File: config.mk
export PLATFORM = sky130hd
export DESIGN_NAME = host_word_asm
export DESIGN_NICKNAME = d
export VERILOG_FILES = /design/src/rtl/hwa_pkg.sv /design/src/rtl/hwa_bus_sampler.sv /design/src/rtl/hwa_beat_packer.sv /design/src/rtl/hwa_word_builder.sv /design/src/rtl/host_word_asm.sv
export SDC_FILE = /design/constraint.sdc
export NUM_CORES = 1
export LEC_CHECK = 0
export BUFFER_PORTS_ARGS = -buffer_cell sky130_fd_sc_hd__buf_2
export CORE_MARGIN = 5
export CORE_UTILIZATION = 55
export DETAILED_ROUTE_END_ITERATION = 8
export GPL_TIMING_DRIVEN = 1
export PLACE_DENSITY = 0.78
export SLEW_MARGIN = 5
export SYNTH_ARGS = -nofsm -noshare
export SYNTH_HDL_FRONTEND = slang
export SYNTH_SLANG_ARGS = --single-unit
export TNS_END_PERCENT = 5
File: constraint.sdc
create_clock -name clk -period 5.6 [get_ports clk]
set_input_delay 1.4 -clock clk [delete_from_list [all_inputs] [get_ports clk]]
set_output_delay 1.4 -clock clk [all_outputs]
set_load 0.01 [all_outputs]
File: src/rtl/hwa_pkg.sv
package hwa_pkg;
  localparam int BUS_W  = 18;
  localparam int IDX_W  = 16;
  localparam int HALF_W = BUS_W / 2;

  typedef enum logic [2:0] {
    PM_W18 = 3'b000,
    PM_W9  = 3'b001,
    PM_W16 = 3'b010,
    PM_W8  = 3'b011
  } pmode_e;

  function automatic pmode_e decode_mode(input logic [2:0] code);
    case (code)
      3'b001:  return PM_W9;
      3'b010:  return PM_W16;
      3'b011:  return PM_W8;
      default: return PM_W18;
    endcase
  endfunction

  // packed 16-bit field: upper byte on DB17-DB10, lower byte on DB8-DB1
  function automatic logic [IDX_W-1:0] pack16(input logic [BUS_W-1:0] d);
    return {d[17:10], d[8:1]};
  endfunction

  // 5-6-5 to 6-6-6 by repeating red and blue MSBs
  function automatic logic [BUS_W-1:0] widen565(input logic [IDX_W-1:0] p);
    return {p[15:11], p[15], p[10:5], p[4:0], p[4]};
  endfunction
endpackage

File: src/rtl/hwa_bus_sampler.sv
module hwa_bus_sampler
  import hwa_pkg::*;
(
  input  logic             clk,
  input  logic             rst_n,
  input  logic             cs_n,
  input  logic             rs,
  input  logic             wr_n,
  input  logic [BUS_W-1:0] db,
  output logic             stb,
  output logic             stb_rs,
  output logic             bus_idle,
  output logic [BUS_W-1:0] stb_db
);
  logic             s1_cs, s1_wr, s1_rs;
  logic             s2_cs, s2_wr, s2_rs;
  logic [BUS_W-1:0] s1_db, s2_db;

  always_ff @(posedge clk or negedge rst_n) begin
    if (!rst_n) begin
      s1_cs <= 1'b1; s1_wr <= 1'b1; s1_rs <= 1'b0; s1_db <= '0;
      s2_cs <= 1'b1; s2_wr <= 1'b1; s2_rs <= 1'b0; s2_db <= '0;
    end else begin
      s1_cs <= cs_n; s1_wr <= wr_n; s1_rs <= rs; s1_db <= db;
      s2_cs <= s1_cs; s2_wr <= s1_wr; s2_rs <= s1_rs; s2_db <= s1_db;
    end
  end

  // rising edge of the strobe; data and select come from the low phase
  assign stb      = s1_wr & ~s2_wr & ~s2_cs;
  assign stb_rs   = s2_rs;
  assign stb_db   = s2_db;
  assign bus_idle = s2_cs;


  stb_single_chk: assert property (@(posedge clk) disable iff (!rst_n)
    stb |=> !stb);
endmodule

File: src/rtl/hwa_beat_packer.sv
module hwa_beat_packer
  import hwa_pkg::*;
(
  input  pmode_e            mode,
  input  logic              split16,
  input  logic              rs,
  input  logic [BUS_W-1:0]  db,
  input  logic [HALF_W-1:0] acc,
  output logic              two_beat,
  output logic [HALF_W-1:0] stash,
  output logic [IDX_W-1:0]  fin_idx,
  output logic [BUS_W-1:0]  fin_word
);
  logic [IDX_W-1:0] pk;
  logic [7:0]       byte_in;

  assign pk      = pack16(db);
  assign byte_in = db[17:10];

  always_comb begin
    two_beat = 1'b0;
    stash    = '0;
    fin_idx  = pk;
    fin_word = db;
    case (mode)
      PM_W16: begin
        two_beat = rs & split16;
        stash    = {{(HALF_W-2){1'b0}}, pk[1:0]};
        fin_word = two_beat ? {acc[1:0], pk} : widen565(pk);
      end
      PM_W9: begin
        two_beat = 1'b1;
        stash    = rs ? db[17:9] : {1'b0, byte_in};
        fin_idx  = {acc[7:0], byte_in};
        fin_word = {acc, db[17:9]};
      end
      PM_W8: begin
        two_beat = 1'b1;
        stash    = {1'b0, byte_in};
        fin_idx  = {acc[7:0], byte_in};
        fin_word = widen565({acc[7:0], byte_in});
      end
      default: begin
        two_beat = 1'b0;
      end
    endcase
  end
endmodule

File: src/rtl/hwa_word_builder.sv
module hwa_word_builder
  import hwa_pkg::*;
(
  input  logic              clk,
  input  logic              rst_n,
  input  pmode_e            mode,
  input  logic              stb,
  input  logic              stb_rs,
  input  logic              bus_idle,
  input  logic              two_beat,
  input  logic [HALF_W-1:0] stash,
  input  logic [IDX_W-1:0]  fin_idx,
  input  logic [BUS_W-1:0]  fin_word,
  output logic [HALF_W-1:0] acc_o,
  output logic [IDX_W-1:0]  idx_o,
  output logic [BUS_W-1:0]  word_o,
  output logic              vld_o
);
  pmode_e mode_q;
  logic   cnt_q;
  logic   kind_q;
  logic   restart, cont, finish;

  assign restart = (mode != mode_q) | bus_idle;
  assign cont    = cnt_q & (kind_q == stb_rs);
  assign finish  = stb & (~two_beat | cont);

  always_ff @(posedge clk or negedge rst_n) begin
    if (!rst_n) begin
      mode_q <= PM_W18;
      cnt_q  <= 1'b0;
      kind_q <= 1'b0;
      acc_o  <= '0;
      idx_o  <= '0;
      word_o <= '0;
      vld_o  <= 1'b0;
    end else begin
      mode_q <= mode;
      vld_o  <= 1'b0;
      if (restart) begin
        cnt_q <= 1'b0;
      end else if (finish) begin
        cnt_q <= 1'b0;
        if (stb_rs) begin
          word_o <= fin_word;
          vld_o  <= 1'b1;
        end else begin
          idx_o <= fin_idx;
        end
      end else if (stb) begin
        cnt_q  <= 1'b1;
        kind_q <= stb_rs;
        acc_o  <= stash;
      end
    end
  end


  vld_pulse_chk: assert property (@(posedge clk) disable iff (!rst_n)
    vld_o |=> !vld_o);

  word_hold_chk: assert property (@(posedge clk) disable iff (!rst_n)
    !vld_o |-> $stable(word_o));

  vld_src_chk: assert property (@(posedge clk) disable iff (!rst_n)
    vld_o |-> $past(stb && stb_rs));

  mode_drop_chk: assert property (@(posedge clk) disable iff (!rst_n)
    (mode != mode_q) |=> !cnt_q);

  idle_drop_chk: assert property (@(posedge clk) disable iff (!rst_n)
    bus_idle |=> !cnt_q);
endmodule

File: src/rtl/host_word_asm.sv
module host_word_asm
  import hwa_pkg::*;
(
  input  logic              clk,
  input  logic              rst_n,
  input  logic [2:0]        port_mode,
  input  logic              split16,
  input  logic              cs_n,
  input  logic              rs,
  input  logic              wr_n,
  input  logic [BUS_W-1:0]  db,
  output logic [IDX_W-1:0]  index_o,
  output logic [BUS_W-1:0]  wdata_o,
  output logic              wvalid_o
);
  pmode_e            mode;
  logic              stb, stb_rs, bus_idle, two_beat;
  logic [BUS_W-1:0]  stb_db, fin_word;
  logic [HALF_W-1:0] stash, acc;
  logic [IDX_W-1:0]  fin_idx;

  assign mode = decode_mode(port_mode);

  hwa_bus_sampler u_smp (
    .clk(clk), .rst_n(rst_n), .cs_n(cs_n), .rs(rs), .wr_n(wr_n), .db(db),
    .stb(stb), .stb_rs(stb_rs), .bus_idle(bus_idle), .stb_db(stb_db)
  );

  hwa_beat_packer u_pack (
    .mode(mode), .split16(split16), .rs(stb_rs), .db(stb_db), .acc(acc),
    .two_beat(two_beat), .stash(stash), .fin_idx(fin_idx), .fin_word(fin_word)
  );

  hwa_word_builder u_bld (
    .clk(clk), .rst_n(rst_n), .mode(mode), .stb(stb), .stb_rs(stb_rs),
    .bus_idle(bus_idle), .two_beat(two_beat), .stash(stash),
    .fin_idx(fin_idx), .fin_word(fin_word), .acc_o(acc),
    .idx_o(index_o), .word_o(wdata_o), .vld_o(wvalid_o)
  );


  idx_src_chk: assert property (@(posedge clk) disable iff (!rst_n)
    (index_o != $past(index_o)) |-> $past(stb && !stb_rs));
endmodule

==> metrics.sh <==
P_LEAK_uW=0.00222
CRITPATHTOPFAMILY='compound AO/OA/AOI/OAI gates'
DETAILEDROUTE.FIRSTITERATIONVIOLATIONS=280
HOLD-PATH-ENDPOINT='u_smp.stb_db[15]'
CORE.ROWCOUNT=30
TOTAL_POWER_uW=1450
GRT.TOTAL_USAGE=0.210
SLEW_VIOL_FINAL=0
PWR_DENSITY_CELL_nW_PER_UM2=327
WORSTHOLDSTART='u_smp.s1_db[15]'
DIEAREA_UM2=8840
NETLIST_INSTANCES=326
TOTALWIRELENGTH_MM=8.63
DATA_ARRIVAL_TIME_OF_THE_CRITICAL_PATH_NS=3.75
TOTAL_SWITCHING_POWER_uW=408
R2R.WORST_PATH.CELLS=5
FIRST_GLOBAL_VIAS=2730
SETUP-TNS-FINAL_NS=0
TIMING.FINAL.CRIT_SHARE=0.617
ASYNC_FLOP_SHARE=1.00
TIMING_WORST_SLEW_PIN_VALUE_NS=1.17
VDD.IR_DROP.WORST_V=0.000296
CLK_ROOT_BUFFER_CELL='sky130_fd_sc_hd__clkbuf_8'
STARTING_DENSITY_OF_THE_CORE=0.568
YOSYS_REGISTER_BITS=90
SYNTHESIS.AREA_PER_INSTANCE_UM2=11.9
CRIT_BUF_INV=2
SYN_NETS=353
CTS_TREE='done'
POST_DRT_VIA_CELL_RATIO=5.62
DPL-INSTANCE-AREA_UM2=4230
PLACE.GP.CONGESTION=0.847
DIE_Y_UM=94.0
SYN2LAYOUT_AREA_GROWTH_PCT=14.1
DETAIL-ROUTE-ANTENNA-NETS=0
FINAL_NET_COUNT=409
SYN_AREA_UM2=3880
FLOORPLAN.IO_PINS=62
ANTENNADIODECOUNT=0
FRACTION_OF_FINAL_LAYOUT_CELLS_WITH_DRIVE_STRENGTH_GREATER_THAN_1=0.313
GLOBAL_ROUTE_TOTAL_OVERFLOW=0
HOLD_VIOLATIONS=0
CTS.HOLD.BUFFERS_ADDED=0
SYNTHFLOPTYPE='sky130_fd_sc_hd__dfrtp_1'
YOSYS.CELL_TYPES.COUNT=46
POWER_SWITCHING_SHARE=0.282
PORTBUFFERS=61
POST-ROUTE-DRC-COUNT=0
DIE_W_UM=94.0
CORE-AREA_UM2=6830
CLOCK_SLEW_AT_THE_REGISTER_CLOCK_PINS_OF_THE_WORST_SETUP_AND_HOLD_PATHS_NS=0.09
WORST-R2R-SETUP-SLACK_NS=3.05
LAYOUT_MIN_CYCLE_TIME_NS=3.46
GRT_PASS1_WL_MM=14.2
DRT_FIRST_PASS_ITERS=5
TRITONCTS_NUM_SINKS=90
CTS_SETUP_BUFFERS=0
GRT_MAX_DEGREE=91
POWER.SHARE.CLOCK=0.309
CTS_HTREE_LEVELS=3
TIMING.CRITICAL_PATH.FROM_TYPE='input port'
CRITPATHCAPTURETYPE='register'
WHS_NS=0.354
YOSYSWARNINGCOUNT=0
SEQUENTIALPOWERSHARE=0.532
DP_HPWL_MM=5.82
TIMING.RR.END='u_bld.acc_o[4]'
CAP_VIOL_MAX_COUNT=0
BIGGEST_FANOUT_ALONG_THE_WORST_TIMING_PATH=32
INTPOWER_uW=1040
YOSYS.AREA.TOP_TYPE='sky130_fd_sc_hd__dfrtp_1'
REG_TO_REG_CRITICAL_PATH_STARTPOINT='u_smp.stb_rs'
NUMBER_OF_ANTENNA_VIOLATIONS_AT_THE_FIRST_CHECK_IN_GLOBAL_ROUTING=0
SYNTH.YOSYS.SEQ_AREA_SHARE=0.581
WORSTPATHREQUIRED_NS=5.89
CP_SLOWEST_STAGE_DELAY_NS=0.80
ROUTE.DETAILED.WL_PER_INST_UM=17.9
SYNTH_TOP_AREA_FRAC=0.554
POWER.SHARE.COMBINATIONAL=0.159
CRIT_SLOWEST_CELL='sky130_fd_sc_hd__nand2b_1'
POSTLAYOUTCELLAREA_UM2=4430
SYNTH-EDFF-COUNT=0
WORST_SKEW_PAIR.LATE_LATENCY_NS=0.36
FIN_WORST_SKEW_NS=0.00946
DETAILROUTE.VIA_COUNT=2715
TYPE_OF_THE_WORST_SETUP_PATH='input port to register'
OUTCOME='finished, final reports clean'
SETUP_VIOL=0
CLOCK_TREE.BUFFER_DEPTH=2
SYNTH_TOP_CELLS_BY_AREA='sky130_fd_sc_hd__dfrtp_1 55%, sky130_fd_sc_hd__mux2_2 5.2%, sky130_fd_sc_hd__nand2_1 5.1%, sky130_fd_sc_hd__mux2i_1 4.6%, sky130_fd_sc_hd__mux2_4 3.5%'
SLEW_HEADROOM=0.217
MAX_FREQ_MHz=289
NUMCTSBUFFERS=9
MIN_PATH_CELLS=0
CTS.REPAIR.RESIZED=0
HOLD_PATH_CLASS='register to register'
RSZ0062_AT_GRT='no'
PATH_CELLS='buf_2 -> nand2b_1 -> clkinv_1 -> a211oi_1 -> o21ai_2 -> a21oi_1 -> a21o_1'
## cell type report
type | instances | area [um2]
Sequential cell | 90 | 2260
Multi-Input combinational cell | 211 | 1500
Timing Repair Buffer | 63 | 323
Clock inverter | 7 | 77.6
Inverter | 7 | 26.3
Fill cell | 576 | 2400
Clock buffer | 9 | 124
Tap cell | 96 | 120
## metal layers
layer,part of all wire,routed length [um],vias up,GRT usage
li1,-,-,1261,-
met1,0.45,3850,1337,0.291
met2,0.47,4040,105,0.322
met3,0.072,621,12,0.0625
met4,0.014,121,0,0.0614
met5,0,0,-,0
## synthesized netlist by cell type (all sizes together) (4+ instances only)
library cell / count
inv: 5
o21ai: 23
clkbuf: 10
nand2b: 5
a211oi: 4
buf: 8
mux2i: 18
a21o: 10
mux2: 27
dfstp: 4
nand2: 54
a21oi: 23
dfrtp: 86
nor2: 9
a31oi: 5
## registers in the layout, summed over array words and instances, names as in the netlist, 2 cells and up
name and cells:
u_bld.mode_q 2, u_smp.s1_db 18, u_bld.acc_o 9, u_bld.word_o 18
u_bld.idx_o 16, u_smp.stb_db 18
## how the worst max path moves through the flow
stage / startpoint / end / slack, ns / depth (start not counted)
detailed placement: port_mode[2] / u_bld.idx_o[2] / 1.84 / 7
floorplan: port_mode[1] / u_bld.word_o[10] / 2.43 / 7
global placement: port_mode[2] / u_bld.idx_o[14] / 1.96 / 7
global route: port_mode[2] / u_bld.idx_o[13] / 1.96 / 7
finish: port_mode[2] / u_bld.idx_o[2] / 2.14 / 7
CTS: port_mode[2] / u_bld.idx_o[2] / 2.18 / 7
## cells in the final DEF (no fill, tap or decap), drive strengths merged, types with 4 or more instances in the layout
cell	instances
a21o	10
nand2	54
clkinv	6
nor2	9
a31oi	5
clkbuf	9
a211oi	4
buf	63
a21oi	23
dfstp	4
mux2i	18
mux2	27
nand2b	5
o21ai	23
inv	7
dfrtp	86
## power groups by stage
stage	combinational (uW)	clock, uW	sequential [uW]
global route	254	486	780
detailed placement	232	0	784
finish	230	448	771
global placement	227	0	781
floorplan	116	0	795
CTS	233	456	771
## per-stage QoR
step,utilization,instances,setup WS (ns)
after floorplan,-,326,2.43
after global placement,0.619,467,1.96
after detailed placement,0.619,467,1.84
after CTS,0.648,483,2.18
after global routing,0.648,483,1.96
final,0.648,483,2.14
## kinds of logic after synthesis
| logic type | after synthesis | share of synthesized area |
|---|---|---|
| DFF | 90 | 0.581 |
| muxes | 45 | 0.133 |
| xor gates and xnor gates | 2 | 0.00451 |
| and+or+nand+nor | 82 | 0.108 |
| AOI/OAI and AO/OA | 82 | 0.140 |
| buffers and inverters | 25 | 0.0329 |
(Power assumes the default switching activity.)
